**src/rtl/mosaic_pkg.sv**
```systemverilog
package mosaic_pkg;
  parameter int PIX_W = 12;

  typedef logic [PIX_W-1:0]        pix_t;
  typedef logic signed [PIX_W:0]   chroma_t;

  // half of (a - ref) + (b - ref), clipped at zero
  function automatic pix_t luma_of(pix_t a, pix_t b, pix_t lvl);
    logic signed [PIX_W+3:0] s;
    s = $signed({4'b0, a}) + $signed({4'b0, b}) - $signed({3'b0, lvl, 1'b0});
    if (s <= 0) return '0;
    return s[PIX_W:1];
  endfunction

  // closing member minus opening member; the black level cancels
  function automatic chroma_t chroma_of(pix_t first, pix_t second);
    return $signed({1'b0, second}) - $signed({1'b0, first});
  endfunction
endpackage

```
**src/rtl/mos_ob_level.sv**
```systemverilog
module mos_ob_level
  import mosaic_pkg::*;
#(
  parameter int OB_LOG2 = 4
) (
  input  logic clk,
  input  logic rst_n,
  input  logic ob_take_i,
  input  pix_t smp_i,
  input  logic sol_i,
  output pix_t level_o,
  output logic load_o
);
  localparam int OB_N  = 1 << OB_LOG2;
  localparam int CNT_W = OB_LOG2 + 1;
  localparam int ACC_W = PIX_W + OB_LOG2;

  logic [ACC_W-1:0] acc_q;
  logic [CNT_W-1:0] cnt_q;
  pix_t             level_q;
  logic             full;

  assign full   = (cnt_q == CNT_W'(OB_N));
  assign load_o = sol_i && full;

  always_ff @(posedge clk) begin
    if (!rst_n) begin
      acc_q   <= '0;
      cnt_q   <= '0;
      level_q <= '0;
    end else if (sol_i) begin
      if (full) level_q <= acc_q[ACC_W-1:OB_LOG2];
      acc_q <= ob_take_i ? ACC_W'(smp_i) : '0;
      cnt_q <= ob_take_i ? CNT_W'(1) : '0;
    end else if (ob_take_i && !full) begin
      acc_q <= acc_q + ACC_W'(smp_i);
      cnt_q <= cnt_q + CNT_W'(1);
    end
  end

  assign level_o = level_q;

  // count never passes the window size
  a_r8_count_cap: assert property (@(posedge clk) disable iff (!rst_n)
    cnt_q <= CNT_W'(OB_N));
endmodule

```
**src/rtl/mos_pair_track.sv**
```systemverilog
module mos_pair_track
  import mosaic_pkg::*;
(
  input  logic clk,
  input  logic rst_n,
  input  logic act_i,
  input  pix_t smp_i,
  input  logic sol_i,
  input  logic line_i,
  output pix_t held_o,
  output logic close_o,
  output logic line_o
);
  logic phase_q;
  logic line_q;
  pix_t held_q;

  assign close_o = act_i && phase_q && !sol_i;

  always_ff @(posedge clk) begin
    if (!rst_n) begin
      phase_q <= 1'b0;
      line_q  <= 1'b0;
      held_q  <= '0;
    end else begin
      if (sol_i) begin
        phase_q <= act_i;
        line_q  <= line_i;
      end else if (act_i) begin
        phase_q <= !phase_q;
      end
      if (act_i && (sol_i || !phase_q)) held_q <= smp_i;
    end
  end

  assign held_o = held_q;
  assign line_o = line_q;
endmodule

```
**src/rtl/mos_ycc_out.sv**
```systemverilog
module mos_ycc_out
  import mosaic_pkg::*;
(
  input  logic    clk,
  input  logic    rst_n,
  input  logic    close_i,
  input  pix_t    held_i,
  input  pix_t    smp_i,
  input  pix_t    level_i,
  input  logic    line_i,
  output pix_t    y_o,
  output chroma_t c_o,
  output logic    tag_o,
  output logic    vld_o
);
  always_ff @(posedge clk) begin
    if (!rst_n) begin
      y_o   <= '0;
      c_o   <= '0;
      tag_o <= 1'b0;
      vld_o <= 1'b0;
    end else begin
      vld_o <= close_i;
      if (close_i) begin
        y_o   <= luma_of(held_i, smp_i, level_i);
        c_o   <= chroma_of(held_i, smp_i);
        tag_o <= line_i;
      end
    end
  end
endmodule

```
**src/rtl/mosaic_ycc_sep.sv**
```systemverilog
module mosaic_ycc_sep
  import mosaic_pkg::*;
#(
  parameter int OB_LOG2 = 4
) (
  input  logic                    clk,
  input  logic                    rst_n,
  input  logic [PIX_W-1:0]        smp_i,
  input  logic                    smp_vld_i,
  input  logic                    sol_i,
  input  logic                    line_type_i,
  input  logic                    ob_i,
  output logic [PIX_W-1:0]        y_o,
  output logic signed [PIX_W:0]   c_o,
  output logic                    tag_o,
  output logic                    vld_o
);
  // named internal events
  logic ob_take;
  logic act;
  logic pair_close;
  logic level_load;
  logic line_cur;
  pix_t held;
  pix_t level;

  assign ob_take = smp_vld_i && ob_i;
  assign act     = smp_vld_i && !ob_i;

  mos_ob_level #(.OB_LOG2(OB_LOG2)) u_ob (
    .clk(clk), .rst_n(rst_n), .ob_take_i(ob_take), .smp_i(smp_i),
    .sol_i(sol_i), .level_o(level), .load_o(level_load)
  );

  mos_pair_track u_pair (
    .clk(clk), .rst_n(rst_n), .act_i(act), .smp_i(smp_i), .sol_i(sol_i),
    .line_i(line_type_i), .held_o(held), .close_o(pair_close), .line_o(line_cur)
  );

  mos_ycc_out u_out (
    .clk(clk), .rst_n(rst_n), .close_i(pair_close), .held_i(held),
    .smp_i(smp_i), .level_i(level), .line_i(line_cur),
    .y_o(y_o), .c_o(c_o), .tag_o(tag_o), .vld_o(vld_o)
  );

  // an output only follows an accepted active sample outside a line start
  a_r2_out_after_close: assert property (@(posedge clk) disable iff (!rst_n)
    vld_o |-> $past(smp_vld_i && !ob_i && !sol_i));
  // a sample taken with the line marker only opens a pair
  a_r6_no_out_after_sol: assert property (@(posedge clk) disable iff (!rst_n)
    $past(sol_i) |-> !vld_o);
  // black samples never close a pair
  a_r7_ob_silent: assert property (@(posedge clk) disable iff (!rst_n)
    $past(smp_vld_i && ob_i) |-> !vld_o);
  // tag agrees with the line type held for the current line
  a_r5_tag_line: assert property (@(posedge clk) disable iff (!rst_n)
    vld_o |-> (tag_o == line_cur));
  // the reference moves only after a load at a line start
  a_r8_level_moves: assert property (@(posedge clk) disable iff (!rst_n)
    !$stable(level) |-> $past(level_load));
endmodule

```
**config.mk**
```make
export PLATFORM = sky130hd
export DESIGN_NAME = mosaic_ycc_sep
export DESIGN_NICKNAME = d
export VERILOG_FILES = /design/src/rtl/mosaic_pkg.sv /design/src/rtl/mos_ob_level.sv /design/src/rtl/mos_pair_track.sv /design/src/rtl/mos_ycc_out.sv /design/src/rtl/mosaic_ycc_sep.sv
export SDC_FILE = /design/constraint.sdc
export NUM_CORES = 1
export LEC_CHECK = 0
export BUFFER_PORTS_ARGS = -buffer_cell sky130_fd_sc_hd__buf_2
export CAP_MARGIN = 20
export CORE_UTILIZATION = 55
export CTS_CLUSTER_DIAMETER = 100
export DETAILED_ROUTE_END_ITERATION = 10
export HOLD_SLACK_MARGIN = 0.05
export PLACE_DENSITY = 0.73
export SLEW_MARGIN = 40
export SYNTH_ARGS = -nofsm -noshare
export SYNTH_HDL_FRONTEND = slang
export SYNTH_SLANG_ARGS = --single-unit
```
**constraint.sdc**
```tcl
create_clock -name clk -period 4.1 [get_ports clk]
set_input_delay 0.41 -clock clk [delete_from_list [all_inputs] [get_ports clk]]
set_output_delay 0.41 -clock clk [all_outputs]
set_load 0.05 [all_outputs]
```
==> run metrics <==
status finished clean; vias in the first global route 3,556; WHS Path Cells 3; WL/cell 14.6 um; EDFF count, synth 0; Async SR Flop Fraction 0; Storage cell area 1480 um2; residual DRC count 0; antenna violations before repair 0; clock transition at the registers of the reported paths 0.08 ns; Worst Path Required 4.34 ns; RD Place Congestion 0.871; Multi-input gate area 2900 um2; vias 3,838; pwr dens 338 nW/um2; post-CTS setup buffers 0; critical path's slowest cell fa_1; die area 8860 um2; vias per cell 5.49; Critical Path AT 3.01 ns; Netlist Area Pre-Place 4670 um2; number of I/O pins 45; CTS resizes 0; part of the cycle the worst path needs 0.676; setup TNS 0 ns; Ant. Diodes 0; TritonCTS buffer count 9; Setup CP Type flop to flop; Worst Reg-to-Reg Cells 11; first-pass GRT wire length 16,800 um; Max Clock Freq 361 MHz; Yosys cell types 54; CP Launch Type flop; GRT overflow 0; Final ANT Viol Nets 0; CP endpoint kind flop; Sink Count 74; delay-heaviest family, CP adder cells; Syn Area/Cell 8.50 um2; Lkg Pwr 2.40 nW; WP buf/inv 2; cells along the critical path inv_1 > fa_1 > inv_1 > ha_1 > o21ai_1 > a21oi_1 > or4_1 > a31o_1 > a21oi_1 > xor2_1 > o21ai_1; share of post-route cells with drive strength above 1 0.116; dpl hpwl 7690 um; Hold Slack 0.326 ns; Core Region 8220 um2; Bufs on Longest Clock Path 2; RSZ-0062 raised after global routing false; critical path depth 11; die width 94.1 um; final hold vios 0; synthesized instance count 549; flops & latches, synth 74; NumNets Final 659; TritonCTS clock tree yes; Final Max Tran Viols 0; Die Y 94.1 um; # port buffers 44; top_reg_cell synth dfxtp_1; GRT Total Usage 0.247; final setup vio count 0; Root Driver clkbuf_8; Final Skew 0.0110 ns; VDD IR-drop max 0.000171 V; # rows 33; Routed WL 10,200 um; CTS H-tree lvls 3; largest net degree at the start of global routing 55; Initial DRC Count 173; Yosys Warn Count 0; Syn Nets 619; max_cap viols 0; latest clock arrival within the worst-skew pair 0.36 ns; Slew headroom 0.500; DRT Pass-1 Iters 4; Final min period 2.77 ns; Worst Max-Slew Pin Slew 0.751 ns; Area Overhead vs Synth 10.8%; Hold Buf Count CTS 0; Filler Cell Count 708; HP Class input port to flop; starting density of the core 0.568; Critical Path Fanout Max 3; largest stage delay on the critical path 0.50 ns; post-synthesis sequential area ratio 0.317
-- stage by stage --
stage	cells	util	instance area (um2)	power (mW)	setup WS [ns]
after floorplan	549	-	4670	1.08	1.41
after global routing	699	0.629	5170	1.84	1.07
after CTS	699	0.629	5170	1.75	1.33
final	699	0.629	5170	1.75	1.33
after global placement	683	0.605	4970	1.16	1.14
after detailed placement	683	0.605	4970	1.17	1.04
-- cells in the mapped netlist (all sizes together), types with 3 or more instances --
library cell / count / area share
nor3: 5 / 0.0064
mux2i: 14 / 0.030
a21o: 4 / 0.0064
inv: 57 / 0.046
xor2: 15 / 0.028
clkbuf: 16 / 0.013
a211oi: 4 / 0.0064
fa: 13 / 0.056
nand3: 11 / 0.012
ha: 39 / 0.10
o211ai: 7 / 0.013
dfxtp: 74 / 0.32
nand4b: 3 / 0.0056
or3: 4 / 0.0054
nand4: 5 / 0.0067
a32o: 3 / 0.0064
a22o: 5 / 0.0094
a21boi: 4 / 0.0064
nand2: 51 / 0.041
and2: 16 / 0.021
a31oi: 3 / 0.0040
a21oi: 33 / 0.035
o21a: 8 / 0.013
nand2b: 17 / 0.023
and3: 4 / 0.0054
nor2b: 21 / 0.028
o211a: 5 / 0.011
nor2: 27 / 0.022
xnor2: 12 / 0.023
o21ai: 44 / 0.047
-- cell families (layout without fill, tap and decap cells) --
group,count (synthesis),in the layout,share of synthesized area
xor+xnor,27,27,0.0507
compound gates,136,136,0.191
fa+ha+maj,52,52,0.160
simple gates,170,170,0.187
flops,74,74,0.317
mux,15,15,0.0332
buf+inv,75,120,0.0603
-- state kept, by name, indices dropped and copies added (netlist names) --
register and cells:
u_ob.acc_q 16, u_ob.level_o 12, u_pair.held_o 12, u_ob.cnt_q 5
u_pair.line_o 1, u_out.tag_o 1, u_out.y_o 12, u_out.c_o 13
u_out.vld_o 1, u_pair.phase_q 1
-- final cells by class --
cell class	count	share of cell area
tap	105	0.0254
inverter	57	0.0414
multi-input combinational	400	0.562
timing repair buffer	47	0.0470
clock inverter	5	0.0104
sequential	74	0.287
clock buffer	11	0.0274
-- cell usage in the layout (no fill, tap or decap), types with 16 or more instances in the layout --
cell type,netlist,layout
a21oi_1,33,33
and2_1,16,16
buf_2,0,44
dfxtp_1,74,74
ha_1,39,39
inv_1,56,56
nand2_1,51,51
nand2b_1,17,17
nor2_1,27,27
nor2b_1,21,21
o21ai_0,35,35
-- worst min-delay path, stage by stage --
cell,delay (ns)
buf_2,0.08
mux2i_1,0.06
nor2b_1,0.10
-- power by group --
part           leakage, nW  internal (mW)  switching (mW)
Sequential           0.601          0.739          0.0136
Clock                0.103          0.296           0.288
Combinational         1.70          0.171           0.239
Total                 2.40           1.21           0.540
-- routing by layer --
metal	up-vias	global-route usage	routed length, um
li1	1966	-	-
met1	1783	0.322	4950
met2	73	0.415	4760
met3	16	0.0324	379
met4	0	0.0923	143
met5	-	0	0
-- path summary, 6_finish.rpt --
| path | startpoint | end | slack (ns) |
|---|---|---|---|
| worst max register to register | u_pair.held_o[3] | u_out.y_o[9] | 1.33 |
| worst max-delay path | u_pair.held_o[3] | u_out.y_o[9] | 1.33 |
| worst min register to register | u_out.y_o[5] | u_out.y_o[5] | 0.44 |
| worst min-delay path | line_type_i | u_pair.line_o | 0.33 |
(Power assumes the default switching activity.)
